**src/rtl/swcyc_pkg.sv**
```systemverilog
package swcyc_pkg;
   typedef enum logic {ST_RUN = 1'b0, ST_SKIP = 1'b1} skip_st_t;

   function automatic int ceil_div(input int num, input int den);
      return (num + den - 1) / den;
   endfunction
endpackage

```
**src/rtl/swcyc_jitter.sv**
```systemverilog
module swcyc_jitter #(
   parameter int JIT_W   = 7,
   parameter int JIT_AMP = 63,
   parameter int JIT_DIV = 132,
   parameter int JIT_EN  = 1
) (
   input  logic                    clk,
   input  logic                    rst_n,
   output logic signed [JIT_W-1:0] jit_o
);
   localparam int DIV_W = (JIT_DIV > 1) ? $clog2(JIT_DIV) : 1;

   generate
      if (JIT_EN != 0 && JIT_AMP > 0) begin : g_tri
         logic [DIV_W-1:0]        dcnt;
         logic                    up;
         logic signed [JIT_W-1:0] jq;
         logic                    tick;

         assign tick  = (dcnt == DIV_W'(JIT_DIV - 1));
         assign jit_o = jq;

         always_ff @(posedge clk or negedge rst_n) begin
            if (!rst_n) begin
               dcnt <= '0;
               up   <= 1'b1;
               jq   <= '0;
            end else begin
               dcnt <= tick ? '0 : dcnt + DIV_W'(1);
               if (tick) begin
                  if (up) begin
                     if (jq == JIT_W'(JIT_AMP)) begin
                        up <= 1'b0;
                        jq <= jq - JIT_W'(1);
                     end else begin
                        jq <= jq + JIT_W'(1);
                     end
                  end else begin
                     if (jq == JIT_W'(-JIT_AMP)) begin
                        up <= 1'b1;
                        jq <= jq + JIT_W'(1);
                     end else begin
                        jq <= jq - JIT_W'(1);
                     end
                  end
               end
            end
         end

         // the triangle never leaves its band
         a_r4_jit_bound: assert property (@(posedge clk) disable iff (!rst_n)
            (int'(jq) <= JIT_AMP) && (int'(jq) >= -JIT_AMP));
         // the term only ever moves by a single unit
         a_r4_jit_step: assert property (@(posedge clk) disable iff (!rst_n)
            (jq != $past(jq)) |-> ((int'(jq) - int'($past(jq)) == 1) ||
                                   (int'(jq) - int'($past(jq)) == -1)));
      end else begin : g_flat
         assign jit_o = '0;
      end
   endgenerate
endmodule

```
**src/rtl/swcyc_fold.sv**
```systemverilog
module swcyc_fold #(
   parameter int FB_W       = 8,
   parameter int INC_W      = 16,
   parameter int INC_NOM    = 1024,
   parameter int INC_MIN    = 441,
   parameter int FOLD_START = 160,
   parameter int FOLD_END   = 96,
   parameter int JIT_W      = 7
) (
   input  logic [FB_W-1:0]         fb_i,
   input  logic signed [JIT_W-1:0] jit_i,
   output logic [INC_W-1:0]        inc_o
);
   localparam int SPAN   = FOLD_START - FOLD_END;
   localparam int DELTA  = INC_NOM - INC_MIN;
   localparam int PROD_W = FB_W + INC_W;

   logic [FB_W-1:0]         fb_off;
   logic [PROD_W-1:0]       prod;
   logic [PROD_W-1:0]       quot;
   logic [INC_W-1:0]        base;
   logic signed [INC_W:0]   sum;

   always_comb begin
      fb_off = fb_i - FB_W'(FOLD_END);
      prod   = PROD_W'(fb_off) * PROD_W'(DELTA);
      quot   = prod / PROD_W'(SPAN);
      if (fb_i >= FB_W'(FOLD_START))
         base = INC_W'(INC_NOM);
      else if (fb_i <= FB_W'(FOLD_END))
         base = INC_W'(INC_MIN);
      else
         base = INC_W'(INC_MIN) + quot[INC_W-1:0];
      sum   = $signed({1'b0, base}) + (INC_W+1)'(jit_i);
      inc_o = sum[INC_W-1:0];
   end
endmodule

```
**src/rtl/swcyc_drive.sv**
```systemverilog
module swcyc_drive #(
   parameter int ACC_W      = 16,
   parameter int DMAX_PH    = 52428,
   parameter int MAX_ON_CYC = 90
) (
   input  logic             clk,
   input  logic             rst_n,
   input  logic [ACC_W-1:0] inc_i,
   input  logic             ilim_i,
   input  logic             start_ok_i,
   output logic             drv_o,
   output logic             strobe_o
);
   localparam int OC_W = $clog2(MAX_ON_CYC + 2) + 1;

   logic [ACC_W-1:0] acc;
   logic [ACC_W-1:0] acc_nx;
   logic             carry;
   logic             at_max;

   assign {carry, acc_nx} = {1'b0, acc} + {1'b0, inc_i};
   assign at_max          = (acc_nx >= ACC_W'(DMAX_PH));

   always_ff @(posedge clk or negedge rst_n) begin
      if (!rst_n) begin
         acc      <= '0;
         drv_o    <= 1'b0;
         strobe_o <= 1'b0;
      end else begin
         acc      <= acc_nx;
         strobe_o <= 1'b0;
         if (carry && start_ok_i) begin
            drv_o    <= 1'b1;
            strobe_o <= 1'b1;
         end else if (drv_o && (ilim_i || at_max)) begin
            drv_o <= 1'b0;
         end
      end
   end

   logic [OC_W-1:0] on_cnt;
   always_ff @(posedge clk or negedge rst_n) begin
      if (!rst_n)
         on_cnt <= '0;
      else if (!drv_o)
         on_cnt <= '0;
      else if (on_cnt != '1)
         on_cnt <= on_cnt + OC_W'(1);
   end

   // on-time bounded by maximum duty at the slowest increment
   a_r2_on_limit: assert property (@(posedge clk) disable iff (!rst_n)
      drv_o |-> (on_cnt <= OC_W'(MAX_ON_CYC)));
   // strobe is a single-cycle pulse that coincides with drive high
   a_r1_strobe_gap: assert property (@(posedge clk) disable iff (!rst_n)
      strobe_o |=> !strobe_o);
   a_r1_strobe_drv: assert property (@(posedge clk) disable iff (!rst_n)
      strobe_o |-> drv_o);
   // current limit ends the pulse one cycle later
   a_r3_ilim_cut: assert property (@(posedge clk) disable iff (!rst_n)
      (drv_o && ilim_i) |=> (!drv_o || strobe_o));
endmodule

```
**src/rtl/swcyc_skip.sv**
```systemverilog
module swcyc_skip
   import swcyc_pkg::*;
#(
   parameter int FB_W      = 8,
   parameter int SKIP_IN   = 48,
   parameter int SKIP_OUT  = 64,
   parameter int MIN_BURST = 3
) (
   input  logic            clk,
   input  logic            rst_n,
   input  logic [FB_W-1:0] fb_i,
   input  logic            drv_i,
   input  logic            strobe_i,
   output logic            start_ok_o
);
   localparam int BC_W = $clog2(MIN_BURST + 1);

   skip_st_t        st;
   logic [BC_W-1:0] bcnt;
   logic            enter;
   logic            leave;

   assign enter = (st == ST_RUN) && (fb_i <= FB_W'(SKIP_IN)) &&
                  (bcnt >= BC_W'(MIN_BURST)) && !drv_i;
   assign leave = (st == ST_SKIP) && (fb_i > FB_W'(SKIP_OUT));
   assign start_ok_o = (st == ST_RUN) && !enter;

   always_ff @(posedge clk or negedge rst_n) begin
      if (!rst_n) begin
         st   <= ST_RUN;
         bcnt <= '0;
      end else if (st == ST_RUN) begin
         if (enter)
            st <= ST_SKIP;
         else if (strobe_i && (bcnt < BC_W'(MIN_BURST)))
            bcnt <= bcnt + BC_W'(1);
      end else if (leave) begin
         st   <= ST_RUN;
         bcnt <= '0;
      end
   end

   // no pulse is started while skipping
   a_r7_no_start: assert property (@(posedge clk) disable iff (!rst_n)
      (st == ST_SKIP) |-> !strobe_i);
   // skip is only entered with the driver idle
   a_r7_enter_idle: assert property (@(posedge clk) disable iff (!rst_n)
      $rose(st == ST_SKIP) |-> !drv_i);
   // skipping implies a complete minimum burst
   a_r9_burst_min: assert property (@(posedge clk) disable iff (!rst_n)
      (st == ST_SKIP) |-> (bcnt >= BC_W'(MIN_BURST)));
   // leaving skip needs feedback above the exit level
   a_r8_exit_level: assert property (@(posedge clk) disable iff (!rst_n)
      $fell(st == ST_SKIP) |-> ($past(fb_i) > FB_W'(SKIP_OUT)));
endmodule

```
**src/rtl/swcyc_gen.sv**
```systemverilog
module swcyc_gen
   import swcyc_pkg::*;
#(
   parameter int ACC_W      = 16,
   parameter int FB_W       = 8,
   parameter int HI_FREQ    = 0,
   parameter int INC_NOM_LO = 1024,
   parameter int INC_NOM_HI = 1575,
   parameter int INC_MIN    = 441,
   parameter int JIT_AMP    = 63,
   parameter int JIT_DIV    = 132,
   parameter int JIT_EN     = 1,
   parameter int DMAX_PCT   = 80,
   parameter int FOLD_START = 160,
   parameter int FOLD_END   = 96,
   parameter int SKIP_OUT   = 64,
   parameter int SKIP_IN    = 48,
   parameter int MIN_BURST  = 3
) (
   input  logic            clk,
   input  logic            rst_n,
   input  logic [FB_W-1:0] fb_code,
   input  logic            ilim,
   output logic            drv_en,
   output logic            cyc_start
);
   localparam int INC_NOM    = (HI_FREQ != 0) ? INC_NOM_HI : INC_NOM_LO;
   localparam int FULL       = 2 ** ACC_W;
   localparam int DMAX_PH    = (FULL * DMAX_PCT) / 100;
   localparam int JIT_W      = $clog2(JIT_AMP + 1) + 1;
   localparam int MAX_ON_CYC = ceil_div(DMAX_PH, INC_MIN - JIT_AMP) + 1;

   generate
      if (ACC_W < 4 || ACC_W > 24) begin : g_bad_acc
         $error("ACC_W out of range");
      end
      if (INC_NOM + JIT_AMP >= FULL / 2) begin : g_bad_nom
         $error("nominal increment too large for the accumulator");
      end
      if (JIT_AMP >= INC_MIN || INC_MIN >= INC_NOM) begin : g_bad_min
         $error("increment floor must exceed jitter and stay below nominal");
      end
      if (FOLD_START <= FOLD_END || FOLD_START >= 2 ** FB_W) begin : g_bad_fold
         $error("foldback thresholds inconsistent");
      end
      if (SKIP_OUT <= SKIP_IN || SKIP_OUT > FOLD_END) begin : g_bad_skip
         $error("skip thresholds inconsistent");
      end
      if (DMAX_PCT < 1 || DMAX_PCT > 99 || MIN_BURST < 1 || JIT_DIV < 1) begin : g_bad_misc
         $error("duty, burst or jitter divider out of range");
      end
   endgenerate

   logic signed [JIT_W-1:0] jit;
   logic [ACC_W-1:0]        inc;
   logic                    start_ok;

   swcyc_jitter #(
      .JIT_W(JIT_W), .JIT_AMP(JIT_AMP), .JIT_DIV(JIT_DIV), .JIT_EN(JIT_EN)
   ) u_jit (
      .clk(clk), .rst_n(rst_n), .jit_o(jit)
   );

   swcyc_fold #(
      .FB_W(FB_W), .INC_W(ACC_W), .INC_NOM(INC_NOM), .INC_MIN(INC_MIN),
      .FOLD_START(FOLD_START), .FOLD_END(FOLD_END), .JIT_W(JIT_W)
   ) u_fold (
      .fb_i(fb_code), .jit_i(jit), .inc_o(inc)
   );

   swcyc_drive #(
      .ACC_W(ACC_W), .DMAX_PH(DMAX_PH), .MAX_ON_CYC(MAX_ON_CYC)
   ) u_drv (
      .clk(clk), .rst_n(rst_n), .inc_i(inc), .ilim_i(ilim),
      .start_ok_i(start_ok), .drv_o(drv_en), .strobe_o(cyc_start)
   );

   swcyc_skip #(
      .FB_W(FB_W), .SKIP_IN(SKIP_IN), .SKIP_OUT(SKIP_OUT), .MIN_BURST(MIN_BURST)
   ) u_skip (
      .clk(clk), .rst_n(rst_n), .fb_i(fb_code), .drv_i(drv_en),
      .strobe_i(cyc_start), .start_ok_o(start_ok)
   );

   // the increment stays inside the folded, jittered band
   a_r5_inc_band: assert property (@(posedge clk) disable iff (!rst_n)
      (int'(inc) >= INC_MIN - JIT_AMP) && (int'(inc) <= INC_NOM + JIT_AMP));
endmodule

```
**config.mk**
```make
export PLATFORM = sky130hd
export DESIGN_NAME = swcyc_gen
export DESIGN_NICKNAME = d
export VERILOG_FILES = /design/src/rtl/swcyc_pkg.sv /design/src/rtl/swcyc_jitter.sv /design/src/rtl/swcyc_fold.sv /design/src/rtl/swcyc_drive.sv /design/src/rtl/swcyc_skip.sv /design/src/rtl/swcyc_gen.sv
export SDC_FILE = /design/constraint.sdc
export NUM_CORES = 1
export LEC_CHECK = 0
export BUFFER_PORTS_ARGS = -buffer_cell sky130_fd_sc_hd__buf_2
export CELL_PAD_IN_SITES_DETAIL_PLACEMENT = 0
export CELL_PAD_IN_SITES_GLOBAL_PLACEMENT = 1
export CORE_MARGIN = 2
export CORE_UTILIZATION = 32
export CTS_CLUSTER_DIAMETER = 30
export DETAILED_ROUTE_END_ITERATION = 6
export HOLD_SLACK_MARGIN = 0.12
export PLACE_DENSITY_LB_ADDON = 0.1
export SETUP_SLACK_MARGIN = 0.3
export SYNTH_ARGS = -nofsm -noshare
export SYNTH_HDL_FRONTEND = slang
export SYNTH_HIERARCHICAL = 1
export SYNTH_SLANG_ARGS = --single-unit
```
**constraint.sdc**
```tcl
create_clock -name clk -period 4 [get_ports clk]
set_input_delay 0.4 -clock clk [delete_from_list [all_inputs] [get_ports clk]]
set_output_delay 0.4 -clock clk [all_outputs]
set_load 0.01 [all_outputs]
```
# After elaboration in Yosys (flattened, before gate mapping)
# Index checks and enable logic that the tools add are counted.
# totals
regBits,37
inputBits,11
output_inout_bits,2
elab_cells,63
# op_classes
addsub,8
multipliers,1
order_cmp,7
n_eq_ne,5
mux,19
bitwise_logic,1
n_reduce_logical,14
# ops
operator,count
16-bit 2-to-1 mux,2
7-bit 2-to-1 mux,3
8-bit by 10-bit multiplier with 18-bit output (second input constant),1
16-bit by 16-bit adder with 17-bit output,1
16-bit by 7-bit adder with 16-bit output,1
16-bit >= comparator (second input constant),1
7-bit == test (second input constant),2
9-bit by 12-bit adder with 13-bit output (first input constant),1
1-bit 2-to-1 mux,9
8-bit by 1-bit adder with 8-bit output (second input constant),1
8-bit == test (second input constant),1
8-bit >= comparator (second input constant),1
8-bit by 7-bit > comparator with 1-bit output (second input constant),1
8-bit by 6-bit less-or-equal comparator with 1-bit output (second input constant),1
8-bit by 7-bit less-or-equal comparator with 1-bit output (second input constant),1
1-bit logical AND,8
2-bit 2-to-1 mux,4
8-bit 2-to-1 mux,1
8-bit by 7-bit subtractor with 8-bit output (second input constant),1
7-bit by 2-bit adder with 7-bit output (second input constant),1
7-bit by 2-bit subtractor with 7-bit output (second input constant),1
2-bit nonzero test,2
3-bit AND reduction,1
2-bit by 1-bit adder with 2-bit output (second input constant),1
other kinds (7),8

# Depth between registers and ports, before layout
# depth
ltp_word,12
depth_mapped,35
depth_no_buf,35

# Hierarchy
# Netlist, hierarchy kept.
# modules_own_cells
module,n_inst,cells_each,area_per_inst_um2,seq_area_each_um2
swcyc_fold,1,278,2252.2,0.0
swcyc_drive,1,124,1273.7,450.4
swcyc_jitter,1,93,943.4,401.6
swcyc_skip,1,22,207.7,75.1

# Worst setup path before layout
# OpenSTA, ideal clock, no wires.
# synth_timing
path_kind,input -> register
startpoint,input fb_code[5]
endpoint,register u_drv.drv_o
setup_ns,0.096
t_arrival_ns,7.529
required_ns,3.904
setup_slack_ns,-3.625
cell_stages,31
path_cell_list,ha_1 xnor2_1 ha_1 xnor2_1 ha_1 fa_1 fa_1 ha_1 and3_1 a2bb2oi_2 nand2_1 maj3_1 nor2_1 a21oi_1 o221ai_1 xnor2_1 a21oi_1 ha_1 a21boi_0 o21ai_0 a21oi_1 or2_2 xor2_1 ha_1 and2_1 a221oi_1 nand2_1 xnor2_1 o311a_1 o311a_1 o32ai_2
# synth_between
elab_chain_len,11
elab_cells_between_ends,21
classes_between,add/sub: 4; mul: 1; order compare: 4; mux: 3; reduce/logical: 9
# synth_rtl
item,line,source
from (decl),swcyc_gen.sv:22,"input logic [FB_W-1:0] fb_code,"
8-bit by 7-bit subtractor with 8-bit output,swcyc_fold.sv:25,fb_off = fb_i - FB_W'(FOLD_END);
8-bit by 10-bit multiplier with 18-bit output,swcyc_fold.sv:26,prod = PROD_W'(fb_off) * PROD_W'(DELTA);
9-bit by 12-bit adder with 13-bit output,swcyc_fold.sv:33,base = INC_W'(INC_MIN) + quot[INC_W-1:0];
16-bit 2-to-1 mux,swcyc_fold.sv:30,else if (fb_i <= FB_W'(FOLD_END))
16-bit 2-to-1 mux (*),swcyc_fold.sv:28,if (fb_i >= FB_W'(FOLD_START))
16-bit by 7-bit adder with 16-bit output (*),swcyc_fold.sv:34,"sum = $signed({1'b0, base}) + (INC_W+1)'(jit_i);"
via inc[8],swcyc_gen.sv:55,logic [ACC_W-1:0] inc;
16-bit by 16-bit adder with 17-bit output (*),swcyc_drive.sv:21,"assign {carry, acc_nx} = {1'b0, acc} + {1'b0, inc_i};"
via u_drv.acc_nx[9],swcyc_drive.sv:17,logic [ACC_W-1:0] acc_nx;
16-bit >= comparator (*),swcyc_drive.sv:22,assign at_max = (acc_nx >= ACC_W'(DMAX_PH));
1-bit logical OR (*),swcyc_drive.sv:35,end else if (drv_o && (ilim_i || at_max)) begin
1-bit logical AND (*),swcyc_drive.sv:35,
2-bit nonzero test (no source line) (*),-,
to (signal assigned),swcyc_drive.sv:27,drv_o <= 1'b0;
to (signal assigned),swcyc_drive.sv:33,drv_o <= 1'b1;
to (signal assigned),swcyc_drive.sv:36,drv_o <= 1'b0;
to (decl),swcyc_drive.sv:11,"output logic drv_o,"
# The timed path passes the listed nets; every way through them passes the cells marked *.
# A chain may end at the register's enable or synchronous reset.

# Worst setup path in the final report
# Same ends and word-level chain as after synthesis.

==> summary.md <==
| Metric | Value |
|---|---|
| Outcome | finished, violations left |
| Violated checks | negative setup slack |
| Ys flop type | dfrtp_1 |
| RSZ-0062 raised after global routing | yes |
| Syn avg cell area | 9.05 um2 |
| PortBufs | 12 |
| Residual overflow from global routing | 0 |
| Most frequent CP cell | ha_4 |
| GPL Wtd Cong | 0.787 |
| CTS tree | done |
| Final setup margin | -3.13 ns |
| # hold bufs at CTS | 0 |
| Maximum number of pins on one net before global-route repair | 38 |
| Crit path launch type | input port |
| Core Util, Final | 49.0% |
| Worst-path fanout max | 6 |
| Layout Nets | 782 |
| Max Fclk | 140 MHz |
| Ports | 13 |
| TritonCTS Buffers | 5 |
| VDD IR-drop max | 593 uV |
| Area contributors post-synth | ha_1 (23%), dfrtp_1 (19%), xnor2_1 (6.4%) |
| Type of the most critical hold path | input port to async pin |
| Final TNS setup | -35.35 ns |
| Number of global-route vias before repair | 4472 |
| First drt pass iteration count | 4 |
| Syn_nets | 623 |
| Total Power | 0.00525 W |
| Remaining DRCs | 0 |
| FF-to-FF path depth | 18 |
| R2R Setup Slk | 0.06 ns |
| RR Startpoint | u_jit/jit_o[0] |
| Slowest cell delay on critical path | 0.53 ns |
| Starting Density | 32.4% |
| Iter 0 DRT Violations | 119 |
| Row count | 44 |
| Cells after Synth | 517 |
| Final min period | 7.13 ns |
| EDFF count, synth | 0 |
| Critical Path End Type | flip-flop |
| Synth cell types | 78 |
| Layout Skew | 0.00756 ns |
| Seq cells post-synth | 37 |
| Die Width | 125 um |
| First-pass GRT wire length | 21000 um |
| Max_cap viols | 0 |
| CTS clk-pin slew, worst paths | 0.06 ns |
| Cell Pwr Density | 742 nW/um2 |
| Share of the synthesized area in the top cell type | 23.0% |
| Slowest-stage cell, CP | fa_1 |
| CTS H-Tree Depth | 2 |
| Routed length per instance | 14.6 um |
| Setup CP Type | input port to flip-flop |
| Via Count | 4272 |
| WP data required | 4.20 ns |
| Fillers | 1369 |
| Root buf cell | clkbuf_16 |
| Routed WL | 12500 um |
| RR Endpoint | u_drv/drv_o |
| Die H | 125 um |
| Slew HR | 39.6% |
| Ys Warns | 6 |
| Max Slew Vio Count | 0 |
| Clock buffer depth | 2 |
| Cell Area, Synth | 4680 um2 |
| Slew of the pin with the lowest slew margin | 0.906 ns |
| Synthesis-to-layout area growth | 51.0% |
| Layout cells sized above 1 | 45.6% |
| Most common cell in the netlist | ha_1 |
| Setup WS pre-CTS | -3.49 ns |
| Async SR Flop Fraction | 100% |
| Crit path to | u_drv/drv_o |
| Final hold vios | 0 |
| Fin Hold WS | 0.231 ns |
| Antenna violations before repair | 0 |
| Post-detail-place hpwl | 9370 um |
| Period utilization | 178% |
| Post-DRT Antenna Nets | 0 |
| Synth cell count leaders | ha_1 (86), inv_1 (41), dfrtp_1 (36) |
| Total core area | 14400 um2 |
| Setup Viol. Count Final | 17 |
| Critical path arrival | 7.33 ns |
| Sequential share of the synthesized area | 19.8% |
| Tot GR Track Use | 16.0% |
| CTS sink count | 37 |
| Setup crit start | fb_code[5] |
| Leakage | 3.31 nW |
| DIE AREA | 15600 um2 |
| Vias per cell | 4.96 |
| ANT cells | 0 |
| Clock Latency Late Sink | 0.29 ns |
| Cell taking the most area after synthesis | ha_1 |
logic make-up (layout without fill, tap and decap cells):
kind of cell             count (synthesis)  after routing  share of synthesized area [%]
adder cells (fa/ha/maj)                 96             96                           27.1
buffers and inverters                   53            213                           4.71
AND/OR/NAND/NOR                        145            145                           17.0
XOR/XNOR                                53             53                           9.93
flip-flops                              37             37                           19.8
AO/OA/AOI/OAI                          128            128                           20.4
multiplexers                             5              5                           1.07
stage by stage:
step                area (um2)  instances
floorplan                 4900        517
global placement          6090        830
detailed placement        6090        830
CTS                       6530        847
global route              7060        861
finish                    7060        861
where the power goes:
| group | switching [W] | internal, W |
|---|---|---|
| combinational | 0.00198 | 0.00230 |
| clock | 0.000183 | 0.000235 |
| sequential | 0.0000544 | 0.000492 |
| total | 0.00222 | 0.00303 |
timing repair:
action                                  4_1_cts  5_1_grt
gates resized for setup                      41       79
buffers inserted                              9       14
endpoints found under the setup margin       18       18
pin swaps                                    42       63
placed cells by master, fill, tap and decap left out, types with 6 or more instances in the layout:
cell     count
fa_1         9
ha_4        14
nand2_1     30
buf_6       11
dfrtp_1     36
inv_1       37
a21oi_1     19
xnor2_1     23
nor2_2       6
xnor2_2      9
o21ai_2      6
a21o_1      12
nor2_1      20
buf_2       10
nor3_1       6
a21oi_2     13
o21ai_0     10
ha_1        67
xor2_1      12
o21ai_1      8
and3_1       7
nor2b_1      8
buf_4      141
nand3_1     11
worst min-delay path by stage:
| stage | endpoint | slack, ns | depth (start not counted) |
|---|---|---|---|
| global route | u_drv/drv_o | 0.30 | 2 |
| detailed placement | u_drv/acc[0] | 0.46 | 1 |
| floorplan | u_drv/acc[0] | 0.10 | 0 |
| global placement | u_drv/acc[0] | 0.45 | 1 |
| finish | u_drv/strobe_o | 0.23 | 1 |
| CTS | u_skip/bcnt[1] | 0.28 | 1 |
layout make-up:
cell class	count	area [um2]	area share, %
well taps	184	230	3.26
clock inverters	3	25.0	0.354
inverters	42	164	2.32
clock buffers	5	125	1.77
repair buffers	163	1250	17.7
multi-input cells	427	4350	61.5
flip-flops and latches	37	927	13.1
critical path, delay by kind of cell:
kind	cells	cell delay, ns
compound gates	9	2.37
xor+xnor	4	0.63
fa+ha+maj	8	2.72
buf+inv	6	0.67
mux	1	0.23
simple gates	2	0.30
per-layer routing:
layer / GRT usage [%] / wire length [um] / vias to the layer above
met5: 0 / 0 / -
met4: 3.73 / 122 / 0
met3: 1.80 / 179 / 10
met2: 27.4 / 6200 / 35
met1: 21.7 / 6030 / 2049
li1: - / - / 2178
flip-flops by register name, indices dropped and copies added (netlist names):
name	flops
u_drv/acc	16
u_jit/g_tri.dcnt	8
u_jit/jit_o	7
u_skip/bcnt	2
u_drv/drv_o	1
u_drv/strobe_o	1
u_jit/g_tri.up	1
u_skip/st	1
Note: power is estimated with default switching activity, not from simulation.
